`src/rtl/despeckle_pkg.sv`:
```
package despeckle_pkg;

    typedef logic [7:0] pix_t;

    typedef enum logic [1:0] {
        ST_IDLE,
        ST_RD,
        ST_WR,
        ST_DONE
    } seq_state_e;

    typedef struct packed {
        pix_t lft;
        pix_t ctr;
        pix_t rgt;
    } win3_t;

    function automatic pix_t med3(input pix_t a, input pix_t b, input pix_t c);
        pix_t lo;
        pix_t hi;
        pix_t mid;
        lo  = (a < b) ? a : b;
        hi  = (a < b) ? b : a;
        mid = (hi < c) ? hi : c;
        return (lo > mid) ? lo : mid;
    endfunction

    function automatic pix_t absdiff(input pix_t a, input pix_t b);
        return (a > b) ? (a - b) : (b - a);
    endfunction

    function automatic pix_t soft_median(input win3_t w, input pix_t thr);
        pix_t med;
        med = med3(w.lft, w.ctr, w.rgt);
        return (absdiff(w.ctr, med) > thr) ? med : w.ctr;
    endfunction

endpackage

```
`src/rtl/despeckle_start.sv`:
```
module despeckle_start (
    input  logic clk,
    input  logic rst,
    input  logic arm,
    input  logic ctl,
    output logic go
);
    logic ctl_q;

    always_ff @(posedge clk) begin
        if (rst) ctl_q <= 1'b0;
        else     ctl_q <= ctl;
    end

    // falling edge only, and only while armed
    assign go = arm && ctl_q && !ctl;
endmodule

```
`src/rtl/despeckle_window.sv`:
```
module despeckle_window
    import despeckle_pkg::*;
#(
    parameter int TAPS = 3
) (
    input  logic  clk,
    input  logic  rst,
    input  logic  shift,
    input  pix_t  din,
    input  logic  first,
    input  logic  last,
    output win3_t win
);
    pix_t tap [TAPS];

    always_ff @(posedge clk) begin
        if (rst) begin
            for (int i = 0; i < TAPS; i++) tap[i] <= '0;
        end else if (shift) begin
            for (int i = 0; i < TAPS - 1; i++) tap[i] <= tap[i + 1];
            tap[TAPS - 1] <= din;
        end
    end

    // mirror the missing neighbour at either end of a line
    always_comb begin
        if (last) begin
            win.lft = tap[TAPS - 2];
            win.ctr = tap[TAPS - 1];
            win.rgt = tap[TAPS - 2];
        end else begin
            win.lft = first ? tap[TAPS - 1] : tap[0];
            win.ctr = tap[TAPS - 2];
            win.rgt = tap[TAPS - 1];
        end
    end
endmodule

```
`src/rtl/despeckle_kernel.sv`:
```
module despeckle_kernel
    import despeckle_pkg::*;
(
    input  win3_t win,
    input  pix_t  thr,
    output pix_t  q
);
    assign q = soft_median(win, thr);
endmodule

```
`src/rtl/despeckle_seq.sv`:
```
module despeckle_seq
    import despeckle_pkg::*;
#(
    parameter int IMG_W = 6,
    parameter int IMG_H = 4,
    localparam int NPIX   = IMG_W * IMG_H,
    localparam int ADDR_W = $clog2(2 * NPIX)
) (
    input  logic              clk,
    input  logic              rst,
    input  logic              ld_active,
    input  logic [7:0]        thr,
    output logic              mem_req,
    output logic              mem_we,
    output logic [ADDR_W-1:0] mem_addr,
    output logic [7:0]        mem_wdata,
    input  logic              mem_ack,
    input  logic [7:0]        mem_rdata,
    output logic              done
);
    localparam int MAXD = (IMG_W > IMG_H) ? IMG_W : IMG_H;
    localparam int CW   = $clog2(MAXD + 1);
    localparam logic [ADDR_W-1:0] REGION_B = ADDR_W'(NPIX);

    seq_state_e    state;
    logic          pass_q;      // 0: rows, 1: columns
    logic [CW-1:0] line_q;
    logic [CW-1:0] rd_idx;
    logic [CW-1:0] wr_idx;
    logic [CW-1:0] line_len;
    logic [CW-1:0] line_cnt;
    logic [CW-1:0] cur_idx;
    logic [CW-1:0] row;
    logic [CW-1:0] col;
    logic          go;
    win3_t         win;
    pix_t          filt;

    despeckle_start u_start (
        .clk (clk),
        .rst (rst),
        .arm (state == ST_IDLE),
        .ctl (ld_active),
        .go  (go)
    );

    despeckle_window #(.TAPS(3)) u_win (
        .clk   (clk),
        .rst   (rst),
        .shift (state == ST_RD && mem_ack),
        .din   (mem_rdata),
        .first (wr_idx == '0),
        .last  (wr_idx == line_len - 1'b1),
        .win   (win)
    );

    despeckle_kernel u_kern (
        .win (win),
        .thr (thr),
        .q   (filt)
    );

    assign line_len = pass_q ? CW'(IMG_H) : CW'(IMG_W);
    assign line_cnt = pass_q ? CW'(IMG_W) : CW'(IMG_H);

    always_ff @(posedge clk) begin
        if (rst) begin
            state  <= ST_IDLE;
            pass_q <= 1'b0;
            line_q <= '0;
            rd_idx <= '0;
            wr_idx <= '0;
        end else begin
            case (state)
                ST_IDLE: begin
                    if (go) begin
                        state  <= ST_RD;
                        pass_q <= 1'b0;
                        line_q <= '0;
                        rd_idx <= '0;
                        wr_idx <= '0;
                    end
                end
                ST_RD: begin
                    if (mem_ack) begin
                        rd_idx <= rd_idx + 1'b1;
                        if (rd_idx != '0) state <= ST_WR;
                    end
                end
                ST_WR: begin
                    if (mem_ack) begin
                        if (wr_idx == line_len - 1'b1) begin
                            rd_idx <= '0;
                            wr_idx <= '0;
                            if (line_q == line_cnt - 1'b1) begin
                                line_q <= '0;
                                if (pass_q) begin
                                    state <= ST_DONE;
                                end else begin
                                    pass_q <= 1'b1;
                                    state  <= ST_RD;
                                end
                            end else begin
                                line_q <= line_q + 1'b1;
                                state  <= ST_RD;
                            end
                        end else begin
                            wr_idx <= wr_idx + 1'b1;
                            if (rd_idx != line_len) state <= ST_RD;
                        end
                    end
                end
                default: state <= ST_IDLE;
            endcase
        end
    end

    assign cur_idx = (state == ST_WR) ? wr_idx : rd_idx;
    assign row     = pass_q ? cur_idx : line_q;
    assign col     = pass_q ? line_q : cur_idx;

    assign mem_req   = (state == ST_RD) || (state == ST_WR);
    assign mem_we    = (state == ST_WR);
    assign mem_addr  = ADDR_W'(row) * ADDR_W'(IMG_W) + ADDR_W'(col)
                     + ((mem_we ^ pass_q) ? REGION_B : '0);
    assign mem_wdata = filt;
    assign done      = (state == ST_DONE);

endmodule

```
`config.mk`:
```
export PLATFORM = sky130hd
export DESIGN_NAME = despeckle_seq
export DESIGN_NICKNAME = d
export VERILOG_FILES = /design/src/rtl/despeckle_pkg.sv /design/src/rtl/despeckle_start.sv /design/src/rtl/despeckle_window.sv /design/src/rtl/despeckle_kernel.sv /design/src/rtl/despeckle_seq.sv
export SDC_FILE = /design/constraint.sdc
export NUM_CORES = 1
export LEC_CHECK = 0
export CORE_ASPECT_RATIO = 0.6
export CORE_UTILIZATION = 30
export CTS_BUF_LIST = sky130_fd_sc_hd__clkbuf_4 sky130_fd_sc_hd__clkbuf_8
export DETAILED_ROUTE_END_ITERATION = 8
export DONT_BUFFER_PORTS = 1
export GPL_TIMING_DRIVEN = 0
export PLACE_DENSITY = 0.44
export SLEW_MARGIN = 40
export SYNTH_ARGS = -nofsm -noshare
export SYNTH_HDL_FRONTEND = slang
export SYNTH_SLANG_ARGS = --single-unit
```
`constraint.sdc`:
```
create_clock -name clk -period 14.7 [get_ports clk]
set_clock_uncertainty 0.15 [all_clocks]
set_input_delay 1.47 -clock clk [delete_from_list [all_inputs] [get_ports clk]]
set_output_delay 1.47 -clock clk [all_outputs]
set_load 0.01 [all_outputs]
```
==> results.toml, run 1 <==
[run_status]
outcome = "complete, no violations"

[cts]
ctsHoldBuffers = 0
cts_sinks = 37
cts_made_buffers = 5
cts.path.max_buffers = 2
h-tree-depth = 2
clk_pin_slew_ns = 0.08
worstSkewPairLatency_ns = 0.30
tritoncts = "done"
root_buffer = "clkbuf_8"
post-cts-setup-buffers = 0

[yosys]
ys_types = 72
synthAdderAreaFrac_pct = 15.7
synth-seq-cells = 37
synthFlopType = "edfxtp_1"
seq_area_frac_synth_pct = 21.0
synth_top_family_by_area = "compound AO/OA/AOI/OAI gates"
synth-compound-area-share_pct = 23.2
synth.mux.area_fraction_pct = 9.72
async_reset_ff_share_pct = 0
ys_warn_count = 0
yosys.area_share.simple_pct = 21.4
synth_nets = 668
syn-cell-area_um2 = 4670
postSynthAreaPerCell_um2 = 7.89
synth-edff-count = 24
synthCells = 592
synth_xor_area_share_pct = 2.44

[routing]
wl_per_cell_um = 16.0
finalWirelength_um = 12700
drc = 0
routed_via_density = 5.20
antenna_left = 0
vias = 4137
drt_iter0_drc = 283
drtPass1Iterations = 4

[global_routing]
grt_usage_pct = 16.6
grt_pass1_vias = 3855
gr-total-overflow = 0
grt_pass1_wl_um = 21000
grt_start_max_net_pins = 25
antenna_found_initial = 0

[finish]
fin_nets = 673
post-route-util_pct = 34.5
area_delta_synth_final_pct = 9.72
n_fill_cell = 1567
antenna_cells = 0
register_area_um2 = 981
drive_gt1_share_pct = 9.53
multi_input_area_um2 = 3460

[timing]
relSlewSlack_pct = 50.1
finalSetupViolCount = 0
fin_crit_sh_pct = 95.1
drv_slew = 0
postLayoutSetupSlackWorst_ns = 0.717
period_needed_ns = 13.98
hold_viol = 0
fmax_ghz = 0.0715
tightest_slew_ns = 0.741

[floorplanning]
die_h_um = 98.7
rows = 34
die_area_um2 = 16100
initial_core_util_pct = 31.5
core_um2 = 14800
die_x_um = 163
io_pins = 37

[place]
portBuffers = 0
place.gp.congestion = 0.800
preCtsSetupSlack_ns = -0.825
hpwl_um = 10500

[critical_path]
critical_path_class = "flip-flop to primary output"
end_kind = "primary output"
cp-start-kind = "flip-flop"
critPathMaxStageDelay_ns = 0.42
crit_top_cell = "a21o_1"
path_max_fanout = 12
crit_slowest_cell = "mux2i_2"
crit_required_ns = 13.08
arrival_ns = 12.36
rrSetupSlack_ns = 11.64

[hold_path]
hold_class = "flip-flop to flip-flop"

[run]
drv_cap = 0
-- layout make-up --
class / count / share of cell area [%]
Multi-Input combinational cell: 476 / 67.5
Inverter: 53 / 3.88
Tap cell: 198 / 4.83
Sequential cell: 37 / 19.1
Clock inverter: 2 / 0.659
Buffer: 24 / 2.46
Clock buffer: 6 / 1.49
-- layout by cell type, fill, tap and decap left out, drive strengths merged, types with 3 or more instances in the layout --
cell / count
nor2: 64
a21oi: 59
inv: 53
ha: 53
nand2: 42
mux2i: 36
o21ai: 35
and2: 26
edfxtp: 24
clkbuf: 22
nand2b: 15
a21o: 13
dfxtp: 13
nor3: 11
nand3: 10
a211oi: 9
mux2: 8
buf: 8
xor2: 7
nor2b: 6
o31ai: 6
xnor2: 6
or2: 5
and3: 5
nand4: 4
or3: 4
o21a: 4
o221ai: 3
a211o: 3
o21bai: 3
fa: 3
a2111oi: 3
-- registers in the layout, summed over array words and instances, names as in the netlist --
name           count
u_win.tap         24
rd_idx             3
pass_q             1
line_q             3
wr_idx             3
state              2
u_start.ctl_q      1
-- Yosys cell counts (13+ instances only) --
cell | instances | area, um2
inv_1 | 53 | 199
dfxtp_1 | 13 | 260
mux2i_1 | 36 | 360
o21ai_0 | 32 | 160
edfxtp_1 | 24 | 721
and2_1 | 26 | 163
nor2_1 | 64 | 240
a21o_1 | 13 | 97.6
a21oi_1 | 58 | 290
clkbuf_1 | 18 | 67.6
nand2b_1 | 15 | 93.8
ha_1 | 53 | 663
nand2_1 | 42 | 158
-- per-layer routing --
layer | global-route usage (%) | part of all wire [%] | vias up
li1 | - | - | 2108
met1 | 28.4 | 60 | 1932
met2 | 20.3 | 35 | 97
met3 | 3.49 | 5.5 | 0
met4 | 1.73 | 0 | 0
met5 | 0 | 0 | -
-- path summary, 6_finish.rpt --
path | cells past startpoint | startpoint | end
hold reg to reg | 2 | state[0] | state[0]
hold / removal | 2 | state[0] | state[0]
setup reg to reg | 10 | state[0] | line_q[1]
setup / recovery | 55 | pass_q | mem_wdata[5]
-- logic make-up after synthesis --
group,Yosys count
fa+ha+maj,57
flops,37
compound gates,161
simple gates,201
buf+inv,79
mux,44
xor+xnor,13
-- what timing repair did --
action / 4_1_cts / 5_1_grt
endpoints found under the setup margin: 8 / 8
pin swaps: 0 / 1
resized for setup: 13 / 20
hold endpoints to repair: 0 / 0
gates cloned: 0 / 0
-- metrics by stage --
stage,TNS [ns],instance area (um2),hold slack [ns],instances
2_1_floorplan,0,4670,0.335,592
3_3_place_gp,-6.98,4920,0.365,790
3_5_place_dp,-5.57,4920,0.368,790
4_1_cts,0,5060,0.383,797
5_1_grt,-0.00406,5130,0.407,796
6_report,0,5130,0.378,796
-- critical path, delay by kind of cell (launching register included) --
kind                     cells  cell delay (ns)
AO/OA/AOI/OAI               27             5.65
buffers and inverters       10             2.01
AND/OR/NAND/NOR             11             1.87
adder cells (fa/ha/maj)      5             1.51
multiplexers                 2             0.69
flip-flops                   1             0.30
Power of run 1 is left out: the tool's default activity adds up to more than one toggle a clock period on the data nets, which glitch-free logic cannot reach.
==> inputs of run 2 (changes only) <==
--- a/config.mk
+++ b/config.mk
@@ -5,6 +5,7 @@
 export SDC_FILE = /design/constraint.sdc
 export NUM_CORES = 1
 export LEC_CHECK = 0
+export CAP_MARGIN = 20
 export CORE_ASPECT_RATIO = 0.6
 export CORE_UTILIZATION = 30
 export CTS_BUF_LIST = sky130_fd_sc_hd__clkbuf_4 sky130_fd_sc_hd__clkbuf_8
==> results of run 2 <==
No change in the layout: final DEF, timing and power equal those of run 1.
Power of run 2 is left out for the same reason.
